[src/rtl/pinreg_pkg.sv]
package pinreg_pkg;
  localparam int WORD_W     = 32;
  localparam int NUM_LINES  = 2;
  localparam int LINE_STEP  = 8;
  localparam int OFS_DMASK  = 0;
  localparam int OFS_DIR    = 1;
  localparam int OFS_VMASK  = 2;
  localparam int OFS_VAL    = 3;
  localparam int OFS_IN     = 4;
  localparam int PU_BASE    = 16;

  typedef struct packed {
    logic dir_out;
    logic val;
  } line_state_t;
endpackage

[src/rtl/in_sync.sv]
module in_sync #(
  parameter int STAGES = 2
) (
  input  logic clk,
  input  logic rst_n,
  input  logic d,
  output logic q
);
  logic [STAGES-1:0] chain;

  generate
    for (genvar s = 0; s < STAGES; s++) begin : g_stage
      if (s == 0) begin : g_first
        always_ff @(posedge clk or negedge rst_n)
          if (!rst_n) chain[s] <= 1'b0;
          else        chain[s] <= d;
      end else begin : g_next
        always_ff @(posedge clk or negedge rst_n)
          if (!rst_n) chain[s] <= 1'b0;
          else        chain[s] <= chain[s-1];
      end
    end
  endgenerate

  assign q = chain[STAGES-1];
endmodule

[src/rtl/line_ctl.sv]
module line_ctl
  import pinreg_pkg::*;
#(
  parameter int SYNC_STAGES = 2
) (
  input  logic        clk,
  input  logic        rst_n,
  input  logic        wr_en,
  input  logic [3:0]  wr_nib,
  input  logic        pin_in,
  output line_state_t st,
  output logic        pin_sync,
  output logic        pull_low
);
  line_state_t st_q;

  always_ff @(posedge clk or negedge rst_n) begin
    if (!rst_n) begin
      st_q <= '0;
    end else if (wr_en) begin
      if (wr_nib[OFS_DMASK]) st_q.dir_out <= wr_nib[OFS_DIR];
      if (wr_nib[OFS_VMASK]) st_q.val     <= wr_nib[OFS_VAL];
    end
  end

  in_sync #(.STAGES(SYNC_STAGES)) u_sync (
    .clk(clk), .rst_n(rst_n), .d(pin_in), .q(pin_sync)
  );

  assign st       = st_q;
  assign pull_low = st_q.dir_out & ~st_q.val;

  assert_hold_dir_R1: assert property (@(posedge clk) disable iff (!rst_n)
    !(wr_en && wr_nib[OFS_DMASK]) |=> $stable(st_q.dir_out));
  assert_take_dir_R1: assert property (@(posedge clk) disable iff (!rst_n)
    (wr_en && wr_nib[OFS_DMASK]) |=> st_q.dir_out == $past(wr_nib[OFS_DIR]));
  assert_hold_val_R2: assert property (@(posedge clk) disable iff (!rst_n)
    !(wr_en && wr_nib[OFS_VMASK]) |=> $stable(st_q.val));
  assert_release_R5: assert property (@(posedge clk) disable iff (!rst_n)
    (wr_en && wr_nib[OFS_DMASK] && !wr_nib[OFS_DIR]) |=> !pull_low);
endmodule

[src/rtl/pin_pair_reg.sv]
module pin_pair_reg
  import pinreg_pkg::*;
#(
  parameter int SYNC_STAGES = 2
) (
  input  logic              clk,
  input  logic              rst_n,
  input  logic              wr_en,
  input  logic [WORD_W-1:0] wr_data,
  output logic [WORD_W-1:0] rd_data,
  input  logic              ck_pin_in,
  input  logic              dt_pin_in,
  output logic              ck_pull_low,
  output logic              dt_pull_low,
  output logic              ck_pullup_off,
  output logic              dt_pullup_off
);
  logic [NUM_LINES-1:0] pins, synced, pulls;
  line_state_t          st [NUM_LINES];
  logic [NUM_LINES-1:0] pu_q;

  assign pins = {dt_pin_in, ck_pin_in};

  generate
    for (genvar l = 0; l < NUM_LINES; l++) begin : g_line
      line_ctl #(.SYNC_STAGES(SYNC_STAGES)) u_line (
        .clk(clk), .rst_n(rst_n), .wr_en(wr_en),
        .wr_nib(wr_data[l*LINE_STEP +: 4]),
        .pin_in(pins[l]), .st(st[l]),
        .pin_sync(synced[l]), .pull_low(pulls[l])
      );
    end
  endgenerate

  always_ff @(posedge clk or negedge rst_n)
    if (!rst_n)     pu_q <= '0;
    else if (wr_en) pu_q <= wr_data[PU_BASE +: NUM_LINES];

  always_comb begin
    rd_data = '0;
    for (int l = 0; l < NUM_LINES; l++) begin
      rd_data[l*LINE_STEP + OFS_DIR] = st[l].dir_out;
      rd_data[l*LINE_STEP + OFS_VAL] = st[l].val;
      rd_data[l*LINE_STEP + OFS_IN]  = synced[l];
    end
    rd_data[PU_BASE +: NUM_LINES] = pu_q;
  end

  assign ck_pull_low   = pulls[0];
  assign dt_pull_low   = pulls[1];
  assign ck_pullup_off = pu_q[0];
  assign dt_pullup_off = pu_q[1];

  logic [1:0] since_rst;
  always_ff @(posedge clk or negedge rst_n)
    if (!rst_n)               since_rst <= '0;
    else if (since_rst != 2'd3) since_rst <= since_rst + 2'd1;

  assert_pullup_R7: assert property (@(posedge clk) disable iff (!rst_n)
    wr_en |=> {dt_pullup_off, ck_pullup_off} == $past(wr_data[PU_BASE +: 2]));
  assert_sync_ck_R6: assert property (@(posedge clk) disable iff (!rst_n)
    (since_rst >= 2'd2 && SYNC_STAGES == 2) |-> rd_data[OFS_IN] == $past(ck_pin_in, 2));
  assert_pull_port_R4: assert property (@(posedge clk) disable iff (!rst_n)
    ck_pull_low |-> (rd_data[OFS_DIR] && !rd_data[OFS_VAL]));
endmodule

[config.mk]
export PLATFORM = sky130hd
export DESIGN_NAME = pin_pair_reg
export DESIGN_NICKNAME = d
export VERILOG_FILES = /design/src/rtl/pinreg_pkg.sv /design/src/rtl/in_sync.sv /design/src/rtl/line_ctl.sv /design/src/rtl/pin_pair_reg.sv
export SDC_FILE = /design/constraint.sdc
export NUM_CORES = 1
export LEC_CHECK = 0
export ABC_AREA = 1
export BUFFER_PORTS_ARGS = -buffer_cell sky130_fd_sc_hd__buf_2
export CORE_MARGIN = 4
export CORE_UTILIZATION = 33
export DETAILED_ROUTE_END_ITERATION = 10
export GPL_TIMING_DRIVEN = 0
export MAX_ROUTING_LAYER = met4
export PLACE_DENSITY = 0.9
export SYNTH_ARGS = -nofsm -noshare
export SYNTH_HDL_FRONTEND = slang
export SYNTH_SLANG_ARGS = --single-unit
[constraint.sdc]
create_clock -name clk -period 0.9 [get_ports clk]
set_input_delay 0.18 -clock clk [delete_from_list [all_inputs] [get_ports clk]]
set_output_delay 0.18 -clock clk [all_outputs]
set_load 0.1 [all_outputs]
==> summary.txt <==
Pwr
  • Sequential power share: between 20% and 30%
  • Sw Ratio: just over 50%
  • Pleak: 0.600 nW
  • Sw power: 1.15 mW
  • PD cells: 2100 nW/um^2
  • Internal Pwr Total: around 1.1 mW
  • VDD IR max: 1020 uV
  • Logic pwr share: 57.6%
  • Clock power share: 17.3%
  • Total design power: 2.26 mW

Clocking
  • CTS tree: built
  • CTS HTree Levels: 1
  • Worst skew pair latency: 260 ps
  • CTS Buffer Depth: 2
  • Sink Count: 10
  • Clock root cell: clkbuf_4
  • Clock slew at reported path FFs: ~70 ps
  • Number of CTS-inserted buffers: 3

STA
  • Clock Skews: 0.236 ps
  • Hold Fails Final Rpt: 0
  • Min Hold Slack: 25.2 ps
  • FMAX: slightly above 800 MHz
  • Final WS setup: -340 ps
  • RSZ-0062 raised after global routing: yes
  • Fin crit share: 138%
  • Slew Viols, Final: 0
  • Final min period: about 1200 ps
  • Setup TNS: -2930 ps
  • Setup violators final: 12

GRT
  • Total grt overflow: 0
  • Vias in the first global route: 446
  • First-pass GRT wire length: 1900 um
  • Initial antenna violation count: 0
  • Gr usage total: 10.5%
  • Largest net degree at the start of global routing: 11

Floorplan
  • Die W: between 40 and 50 um
  • Initial core utilization: 36.8%
  • Die Span Y: 49.9 um
  • # rows: 14
  • Core area: 1580 sq um
  • DIE AREA: approximately 2500 sq um
  • I/O pins: 73

Hold path
  • Hold WC Path Type: input port to flip-flop
  • Depth of the worst hold-timing path: 1
  • Hold worst-path end: g_line[1].u_line.u_sync.chain[0]$_DFF_PN0_
  • Min-Delay Startpoint: dt_pin_in

Worst setup path
  • WS Path Type: flip-flop to output pin
  • FF-to-FF Start: g_line[0].u_line.st[0]$_DFFE_PN0P_
  • Crit start category: flip-flop
  • Worst r2r dst: g_line[0].u_line.st[0]$_DFFE_PN0P_
  • Worst setup EP type: output pin
  • Top fanout value on the critical path: 3
  • WP data required: 720 ps
  • R2r worst-path depth: 2
  • WP data arrival: 1060 ps
  • R2R Setup Slk: 150 ps

Route
  • Pre-antenna DRT Iters: 3
  • Routed wl met2: roughly 750 um
  • Wire length on met3: 130 um
  • Routed met1 length: 411 um
  • DRC: 0
  • Via count: 480
  • DRT iter0 DRCs: 6
  • Top layer reached by signal wires: met3
  • DR WL/cell: slightly below 10 um
  • Final antenna-violating net count: 0
  • Routed WL: between 1000 and 1500 um
  • Via/cell ratio: 3.58

Layout
  • Area grow syn2layout: 84.9%
  • Fin nets: 156
  • Antenna diodes: 0
  • Layout cell share with drive strength beyond 1: 56.8%

Synthesis
  • Post-Synth XOR/XNOR Area: 0%
  • Post-synthesis mux area share: 0%
  • Post-synth top area cell: dfrtp_1
  • Syn Std Cell Area: 581 sq um
  • Cells after Synth: 66
  • Post-synthesis adder-cell area fraction: 0%
  • Ranking of synthesized cells by area: dfrtp_1 43%, buf_4 36%, nand2_1 9.1%
  • Post-synth top area share: 43.1%
  • Combinational family with the most area after synthesis: buffers and inverters
  • Mean post-synth cell area: between 8 and 9 sq um
  • Library cells used by synthesis: 9
  • Sequential share of the synthesized area: a little over two fifths
  • Compound-gate portion of the synthesized area: 1.72%
  • Synth Area in Simple Gates: 13.8%
  • Synthesis-stage register bit count: 10
  • Yosys warnings: 0

Status
  • Failing checks: negative setup slack
  • Status: complete, but fails checks

Job
  • Max_cap viols: 0

Placed design
  • Port buffer count: 26
  • DP Worst Slack: -246 ps
  • GPL Wtd Cong: ~0.64
[state kept, by name (all words and copies together), names as in the netlist]
| name | count |
|---|---|
| pu_q | 2 |
| g_line.u_line.u_sync.chain | 2 |
| g_line.u_line.u_sync.q | 2 |
| g_line.u_line.st | 4 |
[power groups by stage]
stage	combinational, mW	sequential (mW)	clock [mW]
floorplan	0.797	0.783	0
global placement	1.13	0.553	0
detailed placement	1.13	0.557	0
CTS	1.26	0.558	0.406
global route	1.33	0.570	0.430
finish	1.30	0.566	0.390
[worst max path at each step]
stage                                  startpoint           to  cells after the start
6_report                      pu_q[0]$_DFFE_PN0P_  rd_data[16]                      2
5_1_grt        g_line[1].u_line.st[1]$_DFFE_PN0P_  dt_pull_low                      3
3_5_place_dp   g_line[0].u_line.st[0]$_DFFE_PN0P_  ck_pull_low                      2
3_3_place_gp   g_line[1].u_line.st[0]$_DFFE_PN0P_  dt_pull_low                      2
4_1_cts        g_line[1].u_line.st[0]$_DFFE_PN0P_  dt_pull_low                      2
2_1_floorplan  g_line[0].u_line.st[1]$_DFFE_PN0P_  ck_pull_low                      2
[per-stage QoR]
stage	instances	cell area [sq um]	util, %
detailed placement	131	880	55.8
global placement	131	880	55.8
floorplan	89	729	-
finish	134	1070	68.1
CTS	134	1030	65.6
global route	134	1070	68.1
[cell usage after synthesis]
master	instances
nand3_1	4
nor2_1	2
inv_1	4
buf_4	28
conb_1	1
o21ai_1	2
dfrtp_1	10
nand2_1	14
buf_6	1
[per-layer routing]
metal,vias up,track usage [%]
li1,250,-
met1,202,10.2
met2,28,18.7
met3,0,3.01
met4,0,5.53
met5,-,-
[timing repair]
action / CTS / global route
resized for setup: 35 / 9
setup buffers: 0 / 0
setup endpoints to repair: 12 / 12
hold buffers: 1 / 0
hold endpoints to repair: 10 / 0
[cell families (layout without fill, tap and decap cells)]
| logic type | count (synthesis) | count (layout) |
|---|---|---|
| other | 1 | 24 |
| AND/OR/NAND/NOR | 20 | 20 |
| flip-flops | 10 | 10 |
| buffers and inverters | 33 | 62 |
| AO/OA/AOI/OAI | 2 | 2 |
[area by class of cell]
| class | count | area (sq um) |
|---|---|---|
| Inverter | 4 | 15.0 |
| Fill cell | 116 | 503 |
| Sequential cell | 10 | 273 |
| Timing Repair Buffer | 27 | 303 |
| Multi-Input combinational cell | 46 | 195 |
| Clock buffer | 4 | 36.3 |
| Buffer | 27 | 231 |
| Tap cell | 16 | 20.0 |
[layout by cell type (no fill, tap or decap)]
| cell type | n |
|---|---|
| buf_4 | 25 |
| conb_1 | 24 |
| nand2_1 | 14 |
| buf_2 | 14 |
| buf_12 | 12 |
| dfrtp_4 | 6 |
| nand3_1 | 4 |
| dfrtp_1 | 4 |
| clkbuf_4 | 3 |
| inv_2 | 2 |
| nor2_4 | 2 |
| inv_1 | 2 |
| o21ai_1 | 2 |
| buf_6 | 1 |
| clkbuf_8 | 1 |
| dlygate4sd3_1 | 1 |
| buf_8 | 1 |
[critical path, stage by stage (launching register included)]
cell and delay (ps):
dfrtp_4 510, buf_12 140, buf_12 150
Power figures use the tool's default switching activity.
